--- src/rtl/fxr_pkg.sv ---
package fxr_pkg;

    typedef enum logic {
        RND_TRUNC = 1'b0,
        RND_NEAR  = 1'b1
    } rnd_mode_e;

endpackage

--- src/rtl/fxr_round_stage.sv ---
module fxr_round_stage
    import fxr_pkg::*;
#(
    parameter int IN_W    = 16,
    parameter int LO_DROP = 7,
    localparam int KEEP_W = IN_W - LO_DROP
) (
    input  logic              clk,
    input  logic              rst_n,
    input  logic              vld_i,
    input  logic [IN_W-1:0]   din,
    input  rnd_mode_e         mode,
    output logic              vld_q,
    output logic [KEEP_W-1:0] kept_q,
    output logic              inc_q
);

    logic inc_d;

    generate
        if (LO_DROP == 0) begin : g_pass
            assign inc_d = 1'b0;
        end else begin : g_cmp
            logic half_bit;
            logic rest_nz;
            assign half_bit = din[LO_DROP-1];
            if (LO_DROP == 1) begin : g_norest
                assign rest_nz = 1'b0;
            end else begin : g_rest
                assign rest_nz = |din[LO_DROP-2:0];
            end
            // tie: positive goes up, negative stays at floor (away from zero)
            assign inc_d = (mode == RND_NEAR) && half_bit &&
                           (!din[IN_W-1] || rest_nz);


            below_half_chk: assert property (@(posedge clk) disable iff (!rst_n)
                (vld_i && !din[LO_DROP-1]) |=> !inc_q);
        end
    endgenerate

    always_ff @(posedge clk) begin
        if (!rst_n) begin
            vld_q  <= 1'b0;
            kept_q <= '0;
            inc_q  <= 1'b0;
        end else begin
            vld_q  <= vld_i;
            kept_q <= din[IN_W-1:LO_DROP];
            inc_q  <= inc_d;
        end
    end


    trunc_noinc_chk: assert property (@(posedge clk) disable iff (!rst_n)
        (vld_i && mode == RND_TRUNC) |=> !inc_q);


    vld_stage1_chk: assert property (@(posedge clk) disable iff (!rst_n)
        vld_i |=> vld_q);

endmodule

--- src/rtl/fxr_sat_stage.sv ---
module fxr_sat_stage #(
    parameter int KEEP_W = 9,
    parameter int OUT_W  = 8,
    localparam int SUM_W  = KEEP_W + 1,
    localparam int TOP_W  = SUM_W - OUT_W + 1
) (
    input  logic              clk,
    input  logic              rst_n,
    input  logic              vld_i,
    input  logic [KEEP_W-1:0] kept,
    input  logic              inc,
    output logic              vld_q,
    output logic [OUT_W-1:0]  dout_q
);

    localparam logic [OUT_W-1:0] CODE_MAX = {1'b0, {(OUT_W-1){1'b1}}};
    localparam logic [OUT_W-1:0] CODE_MIN = {1'b1, {(OUT_W-1){1'b0}}};

    logic [SUM_W-1:0] sum;
    logic [TOP_W-1:0] top_bits;
    logic             fits;
    logic [OUT_W-1:0] dout_d;

    always_comb begin
        sum      = {kept[KEEP_W-1], kept} + {{KEEP_W{1'b0}}, inc};
        top_bits = sum[SUM_W-1:OUT_W-1];
        fits     = (&top_bits) || !(|top_bits);
        if (fits) begin
            dout_d = sum[OUT_W-1:0];
        end else if (sum[SUM_W-1]) begin
            dout_d = CODE_MIN;
        end else begin
            dout_d = CODE_MAX;
        end
    end

    always_ff @(posedge clk) begin
        if (!rst_n) begin
            vld_q  <= 1'b0;
            dout_q <= '0;
        end else begin
            vld_q  <= vld_i;
            dout_q <= dout_d;
        end
    end


    pos_keeps_sign_chk: assert property (@(posedge clk) disable iff (!rst_n)
        (vld_i && !kept[KEEP_W-1]) |=> !dout_q[OUT_W-1]);


    neg_keeps_sign_chk: assert property (@(posedge clk) disable iff (!rst_n)
        (vld_i && kept[KEEP_W-1] && !inc) |=> dout_q[OUT_W-1]);


    carry_clamp_chk: assert property (@(posedge clk) disable iff (!rst_n)
        (vld_i && inc && kept == {1'b0, CODE_MAX}) |=> dout_q == CODE_MAX);


    vld_stage2_chk: assert property (@(posedge clk) disable iff (!rst_n)
        !vld_i |=> !vld_q);

endmodule

--- src/rtl/fxr_narrow.sv ---
module fxr_narrow
    import fxr_pkg::*;
#(
    parameter int IN_W     = 16,
    parameter int IN_FRAC  = 12,
    parameter int OUT_W    = 8,
    parameter int OUT_FRAC = 5,
    localparam int LO_DROP = IN_FRAC - OUT_FRAC,
    localparam int KEEP_W  = IN_W - LO_DROP
) (
    input  logic             clk,
    input  logic             rst_n,
    input  logic             in_vld,
    input  logic [IN_W-1:0]  in_data,
    input  logic             rnd_mode,
    output logic             out_vld,
    output logic [OUT_W-1:0] out_data
);

    logic              mid_vld;
    logic [KEEP_W-1:0] mid_kept;
    logic              mid_inc;
    rnd_mode_e         mode_sel;

    assign mode_sel = rnd_mode_e'(rnd_mode);

    fxr_round_stage #(
        .IN_W    (IN_W),
        .LO_DROP (LO_DROP)
    ) u_round (
        .clk    (clk),
        .rst_n  (rst_n),
        .vld_i  (in_vld),
        .din    (in_data),
        .mode   (mode_sel),
        .vld_q  (mid_vld),
        .kept_q (mid_kept),
        .inc_q  (mid_inc)
    );

    fxr_sat_stage #(
        .KEEP_W (KEEP_W),
        .OUT_W  (OUT_W)
    ) u_sat (
        .clk    (clk),
        .rst_n  (rst_n),
        .vld_i  (mid_vld),
        .kept   (mid_kept),
        .inc    (mid_inc),
        .vld_q  (out_vld),
        .dout_q (out_data)
    );


    rst_idle_chk: assert property (@(posedge clk)
        !rst_n |=> (!out_vld || !rst_n));

endmodule

--- config.mk ---
export PLATFORM = sky130hd
export DESIGN_NAME = fxr_narrow
export DESIGN_NICKNAME = d
export VERILOG_FILES = /design/src/rtl/fxr_pkg.sv /design/src/rtl/fxr_round_stage.sv /design/src/rtl/fxr_sat_stage.sv /design/src/rtl/fxr_narrow.sv
export SDC_FILE = /design/constraint.sdc
export NUM_CORES = 1
export LEC_CHECK = 0
export ABC_AREA = 1
export BUFFER_PORTS_ARGS = -buffer_cell sky130_fd_sc_hd__buf_2
export CAP_MARGIN = 20
export CORE_AREA = 2 2 48 50
export DETAILED_ROUTE_END_ITERATION = 6
export DIE_AREA = 0 0 50 52
export MAX_ROUTING_LAYER = met4
export PLACE_DENSITY_LB_ADDON = 0.05
export REMOVE_ABC_BUFFERS = 1
export SLEW_MARGIN = 20
export SYNTH_ARGS = -nofsm -noshare
export SYNTH_HDL_FRONTEND = slang
export SYNTH_SLANG_ARGS = --single-unit
--- constraint.sdc ---
create_clock -name clk -period 1.3 [get_ports clk]
set_input_delay 0.26 -clock clk [delete_from_list [all_inputs] [get_ports clk]]
set_output_delay 0.26 -clock clk [all_outputs]
set_load 0.005 [all_outputs]
==> reports/metrics.yaml, run 1 <==
outcome: "finished, violations left"
violations: "negative setup slack"
cp_num_buf_inv: 3
routedWlPerCell_um: 9.43
hold_path_end: "u_round.kept_q[4]$_SDFF_PN0_"
hold_viol: 0
vdd_drop_max_uv: 565
worstPathArrival_ps: 1620
die_x_um: 50
slew_viol_final: 0
cts_tree: "built"
min-delay-start: "in_data[11]"
num_rows: 17
coreArea_um2: 2110
rr_endpoint: "u_sat.dout_q[0]$_SDFF_PN0_"
fin_skew_ps: 1.21
die_area_um2: 2600
met1_length_um: 609
critPathCaptureType: "flop"
synth_top_family_by_area: "simple AND/OR/NAND/NOR gates"
area_growth_pct: 36.1
min_period_over_period_pct: 106
reg2reg_setup_slack_ps: -80
finalSetupViolCount: 8
ys_warn_count: 0
top_layer: "met4"
dp_slack_ps: -124
slowest_delay_ps: 350
initial_core_util_pct: 40.7
max-slew-margin-rel_pct: 79.0
overflow: 0
synth.most_common_cell: "nand2_1"
antenna_found_initial: 0
wl_met3_um: 107
grt_pass1_vias: 648
antenna_left: 0
rr_startpoint: "u_round.kept_q[0]$_SDFF_PN0_"
grt_max_degree: 15
power_mw: 1.11
die_h_um: 52
slowest_stage: "dfxtp_2"
synth_compound_area_share_pct: 2.77
synthAdderAreaFrac_pct: 2.92
cellPowerDensity_nw_per_um2: 954
fin_ws_ps: -83.3
grt_pass1_wl_mm: 2.48
n_antenna_cell: 0
max_cap_viol_count: 0
min_path_type: "primary input to flop"
cp_common_cell: "nand2_4"
whs_path_depth: 3
avgSynthCellArea_um2: 8.16
synthCells: 105
avgViaCountPerCell: 4.30
drc: 0
cp_cell_sequence: "ha_4 -> buf_4 -> inv_2 -> nor2_4 -> nand3_2 -> nand2_4 -> inv_4 -> nand2_8 -> nand2_4 -> a21oi_2"
root_buffer: "clkbuf_4"
ys_types: 21
htree_num_levels: 1
drive_above_1_share_pct: 45.4
wl_met2_um: 834
path_delay_family: "simple AND/OR/NAND/NOR gates"
nets: 165
synth.area.top_cells: "dfxtp_1, nand2_1, inv_1, nand3_1, nand2_2"
io_pins: 29
synth_mux_area_share_pct: 0
yosysSeqAreaShare_pct: 46.7
worstSetupStartpointType: "flop"
finalCriticalPeriod_ps: 1380
drtPass1Iterations: 1
worstPathRequired_ps: 1530
syn_area_um2: 857
path_depth: 10
synth.top_cell.area_share_pct: 46.7
routed_wl_mm: 1.59
ff2ff_path_depth: 10
drtIter0Drc: 0
max_freq_mhz: 723
synthSimpleGateAreaFrac_pct: 33.1
clk_path_buf_depth: 2
clock-sinks: 20
gp_congestion: 0.794
io_buffers: 28
synth_top_flop_cell: "dfxtp_1"
dp_hpwl_mm: 1.16
grt_use_total_pct: 13.3
via_count: 726
critPathKind: "flop to flop"
cts_made_buffers: 3
cp_max_fo: 6
yosysTopAreaCell: "dfxtp_1"
synthTopCellsByCount: "nand2_1, dfxtp_1, inv_1"
tightestPinTransition_ps: 315
synth_edf_count: 0
clk_pin_slew_worst_paths_ps: 100
leakagePower_nw: 0.637
async_flop_share_pct: 0
synth-xor-area-share_pct: 4.09
clock_latency_ps: 290
synth_seq_cells: 20
rsz0062_at_grt: "yes"
postCtsHoldBufs: 0
[worst reg2reg max path, cell delays in order, from the launching register on]
cell and delay (ps):
dfxtp_2 350, ha_4 140, buf_4 110, inv_2 40, nor2_4 140, nand3_2 120, nand2_4 140, inv_4 60
nand2_8 70, nand2_4 50, a21oi_2 100
[state kept, by name, summed over array words and instances (netlist names)]
name and count:
u_round.inc_q 1, u_round.vld_q 1, u_round.kept_q 9, u_sat.vld_q 1, u_sat.dout_q 8
[through the flow]
stage	hold WS, ps	std cells	instance area (um2)	utilization, %	TNS (ps)
6_report	141	169	1170	55.4	-524
5_1_grt	136	169	1170	55.4	-874
4_1_cts	122	167	1120	53.4	-333
3_5_place_dp	406	163	1050	49.9	-812
3_3_place_gp	398	163	1050	49.9	-501
2_1_floorplan	353	103	846	-	-295
[logic make-up after synthesis]
group,count (synthesis)
AOI/OAI and AO/OA,3
and+or+nand+nor,54
adders and majority gates,2
xor gates and xnor gates,4
DFF,20
buffers and inverters,22
[routing by layer]
metal / GRT usage (%) / vias to the layer above
met3: 3.45 / 4
met4: 9.26 / 0
li1: - / 387
met2: 24.3 / 29
met5: - / -
met1: 12.0 / 306
[worst max path at each step]
stage                                       from                    endpoint  slack, ps
floorplan           u_round.kept_q[0]$_SDFF_PN0_  u_sat.dout_q[2]$_SDFF_PN0_        -50
global placement    u_round.kept_q[0]$_SDFF_PN0_  u_sat.dout_q[1]$_SDFF_PN0_        -90
detailed placement  u_round.kept_q[0]$_SDFF_PN0_  u_sat.dout_q[6]$_SDFF_PN0_       -120
CTS                     u_round.inc_q$_SDFF_PN0_  u_sat.dout_q[0]$_SDFF_PN0_        -60
global route        u_round.kept_q[0]$_SDFF_PN0_  u_sat.dout_q[1]$_SDFF_PN0_       -130
finish              u_round.kept_q[0]$_SDFF_PN0_  u_sat.dout_q[0]$_SDFF_PN0_        -80
[where the power goes]
part | switching (mW) | internal, mW | leakage [nW] | total (mW)
logic | 0.0824 | 0.0785 | 0.457 | 0.161
registers | 0.0211 | 0.652 | 0.167 | 0.673
clock network | 0.171 | 0.108 | 0.0138 | 0.279
[final cells by class]
class | count | area, um2
timing repair buffer | 35 | 193
multi-input combinational | 63 | 435
sequential | 20 | 403
fill | 207 | 940
tap | 28 | 35.0
inverter | 20 | 77.6
clock buffer | 3 | 22.5
[what timing repair did]
| item | CTS | global route |
|---|---|---|
| hold endpoints to repair | 0 | 0 |
| setup buffers | 1 | 2 |
| resized for setup | 10 | 8 |
| pin swaps | 6 | 11 |
| setup endpoints to repair | 8 | 8 |
[placed cells by master (no fill, tap or decap), drive strengths merged]
| cell | Yosys | final |
|---|---|---|
| nand2 | 33 | 33 |
| nand4 | 1 | 1 |
| ha | 2 | 2 |
| nor2 | 9 | 9 |
| a31oi | 1 | 1 |
| inv | 20 | 20 |
| buf | 1 | 35 |
| xnor2 | 1 | 1 |
| a21oi | 2 | 2 |
| xor2 | 3 | 3 |
| dfxtp | 20 | 20 |
| nand3 | 10 | 10 |
| clkbuf | 1 | 3 |
| nor4 | 1 | 1 |
Note: power is estimated with default switching activity, not from simulation.
==> run 2, diff against run 1 <==
--- a/config.mk
+++ b/config.mk
@@ -17,4 +17,5 @@
 export SLEW_MARGIN = 20
 export SYNTH_ARGS = -nofsm -noshare
 export SYNTH_HDL_FRONTEND = slang
+export SYNTH_HIERARCHICAL = 1
 export SYNTH_SLANG_ARGS = --single-unit
==> run 2 against run 1 <==
  * The flow still finishes with violations (negative setup slack)
  * Clock power grew 78%
  * Via count shrank 4.7%
  * Register-to-register slack gained 30 ps
  * Die area is the same
  * Sequential cell count is the same
  * Hold slack lost 7.1 ps
  * Area after synthesis shrank 4.7%
  * Count of clock-buffer cells in the layout is the same
  * Critical path depth is the same
  * Largest power group unchanged
==> reports/metrics.yaml, run 2 <==
finalCriticalPeriod_ps: 1360
synthCells: 105
cp_cell_sequence: "ha_4 -> buf_6 -> inv_4 -> nor2_4 -> nand3_4 -> nand2_4 -> inv_4 -> nand2_4 -> nand2_1 -> a21oi_2"
rr_endpoint: "u_sat/dout_q[6]$_SDFF_PN0_"
critPathKind: "flop to flop"
synth.area.top_cells: "dfxtp_1, nand2_1, inv_1, a21oi_1, nand3_1"
drive_above_1_share_pct: 47.5
leakagePower_nw: 0.618
fin_skew_ps: 6.09
mostFrequentLayoutCells: "buf_2, nand2_1, dfxtp_1"
syn_area_um2: 817
async_flop_share_pct: 0
cts_made_buffers: 3
min_period_over_period_pct: 104
area_growth_pct: 45.8
initial_core_util_pct: 38.8
routedWlPerCell_um: 8.48
num_rows: 17
regMostFlops: "u_round/kept_q"
synth_edf_count: 0
ys_warn_count: 6
ys_types: 16
synth_seq_cells: 20
drc: 0
finalSetupViolCount: 7
cp_max_fo: 7
avgViaCountPerCell: 4.09
synth.top_cell.area_share_pct: 49.0
min_path_type: "primary input to flop"
nets: 164
dp_slack_ps: -127
die_x_um: 50
critPathCaptureType: "flop"
grt_max_degree: 14
violations: "negative setup slack"
num-fill-cells: 205
rr_startpoint: "u_round/inc_q$_SDFF_PN0_"
final_common_cell: "buf_2"
slowest_delay_ps: 360
drtIter0Drc: 2
synthTopCellsByCount: "nand2_1, dfxtp_1, inv_1"
vdd_drop_max_uv: 686
grt_pass1_vias: 657
dpl-instance-area_um2: 1000
coreArea_um2: 2110
clock-sinks: 20
power.switching_mw: 0.286
ff2ff_path_depth: 10
worstPathRequired_ps: 1540
max_freq_mhz: 737
slowest_stage: "dfxtp_2"
cp-endpoint: "u_sat/dout_q[6]$_SDFF_PN0_"
via_count: 692
power.internal_mw: 1.04
placed_cells: 163
n_antenna_cell: 0
p_clk_share_pct: 37.6
htree_num_levels: 1
io_buffers: 28
routed_wl_mm: 1.43
power_mw: 1.33
postCtsHoldBufs: 0
drtPass1Iterations: 2
max_cap_viol_count: 0
fin_ws_ps: -56.7
clk_path_buf_depth: 2
root_buffer: "clkbuf_4"
crit_start: "u_round/inc_q$_SDFF_PN0_"
gp_congestion: 0.758
largest_register_ffs: 9
cellPowerDensity_nw_per_um2: 1110
avgSynthCellArea_um2: 7.78
reg2reg_setup_slack_ps: -60
die_h_um: 52
grt_pass1_wl_mm: 2.52
io_pins: 29
seqPwrFrac_pct: 50.8
rsz0062_at_grt: "yes"
worstSetupStartpointType: "flop"
hold_viol: 0
synth.most_common_cell: "nand2_1"
dp_hpwl_mm: 1.07
p_sw_share_pct: 21.6
worstPathArrival_ps: 1590
reg_top3: "u_round/kept_q: 9 flops, u_sat/dout_q: 8 flops"
outcome: "finished, violations left"
antenna_left: 0
antenna_found_initial: 0
die_area_um2: 2600
pwr-share-comb_pct: 11.6
overflow: 0
synth_top_flop_cell: "dfxtp_1"
hold_slack_ps: 134
cts_tree: "built"
grt_use_total_pct: 13.5
clock_latency_ps: 300
max-slew-margin-rel_pct: 77.1
tightestPinTransition_ps: 343
instances_no_fill: 169
slew_viol_final: 0
yosysSeqAreaShare_pct: 49.0
fin_area_um2: 1190
clk_pin_slew_worst_paths_ps: 110
yosysTopAreaCell: "dfxtp_1"
[run 2: critical path: cells and delay by family (launching register included)]
| kind | cells | cell delay (ps) |
|---|---|---|
| flops | 1 | 360 |
| buf+inv | 3 | 180 |
| fa+ha+maj | 1 | 150 |
| simple gates | 5 | 510 |
| compound gates | 1 | 100 |
[run 2: cells by family (layout without fill, tap and decap cells)]
kind of cell / count (synthesis) / count (layout) / synth area share (%)
adder cells (fa/ha/maj): 2 / 2 / 3.06
AO/OA/AOI/OAI: 7 / 7 / 4.29
flip-flops: 20 / 20 / 49.0
XOR/XNOR: 5 / 5 / 5.36
AND/OR/NAND/NOR: 51 / 51 / 28.2
buffers and inverters: 20 / 56 / 10.1
[run 2: routing by layer]
metal / routed length, um / vias to the layer above / track usage, % / part of all wire (%)
met3: 82 / 2 / 2.59 / 5.7
li1: - / 386 / - / -
met5: 0 / - / - / 0
met4: 14 / 0 / 8.33 / 0.98
met2: 750 / 22 / 24.8 / 52
met1: 585 / 282 / 13.1 / 41
[run 2: worst min path at each step]
stage | start | end | slack, ps | cells past startpoint
2_1_floorplan | rst_n | u_round/kept_q[0]$_SDFF_PN0_ | 350 | 2
3_3_place_gp | u_round/vld_q$_SDFF_PN0_ | u_sat/vld_q$_SDFF_PN0_ | 390 | 2
3_5_place_dp | u_round/vld_q$_SDFF_PN0_ | u_sat/vld_q$_SDFF_PN0_ | 400 | 2
4_1_cts | in_data[9] | u_round/kept_q[2]$_SDFF_PN0_ | 120 | 3
5_1_grt | in_data[9] | u_round/kept_q[2]$_SDFF_PN0_ | 110 | 3
6_report | in_data[7] | u_round/kept_q[0]$_SDFF_PN0_ | 130 | 3
[run 2: layout make-up]
cell class / count / area, um2 / area share [%]
multi-input combinational: 65 / 443 / 37.2
sequential: 20 / 403 / 33.8
inverter: 19 / 76.3 / 6.41
timing repair buffer: 33 / 181 / 15.2
tap: 28 / 35.0 / 2.94
clock buffer: 3 / 22.5 / 1.89
clock inverter: 1 / 30.0 / 2.52
[run 2: per-stage QoR]
step                TNS (ps)  util [%]
floorplan               -437         -
global placement        -698      47.7
detailed placement      -812      47.7
CTS                     -254      55.9
global route           -1030      56.6
finish                  -363      56.6
[run 2: power by group through the flow]
stage / clock (mW) / sequential (mW) / combinational (mW)
global placement: 0 / 0.681 / 0.127
detailed placement: 0 / 0.682 / 0.129
finish: 0.498 / 0.673 / 0.154
floorplan: 0 / 0.683 / 0.0621
CTS: 0.514 / 0.673 / 0.154
global route: 0.533 / 0.678 / 0.175
[run 2: repair_timing]
action | 4_1_cts | 5_1_grt
resized for setup | 28 | 3
pin swaps | 13 | 2
endpoints found under the setup margin | 7 | 7
buffers inserted | 1 | 1
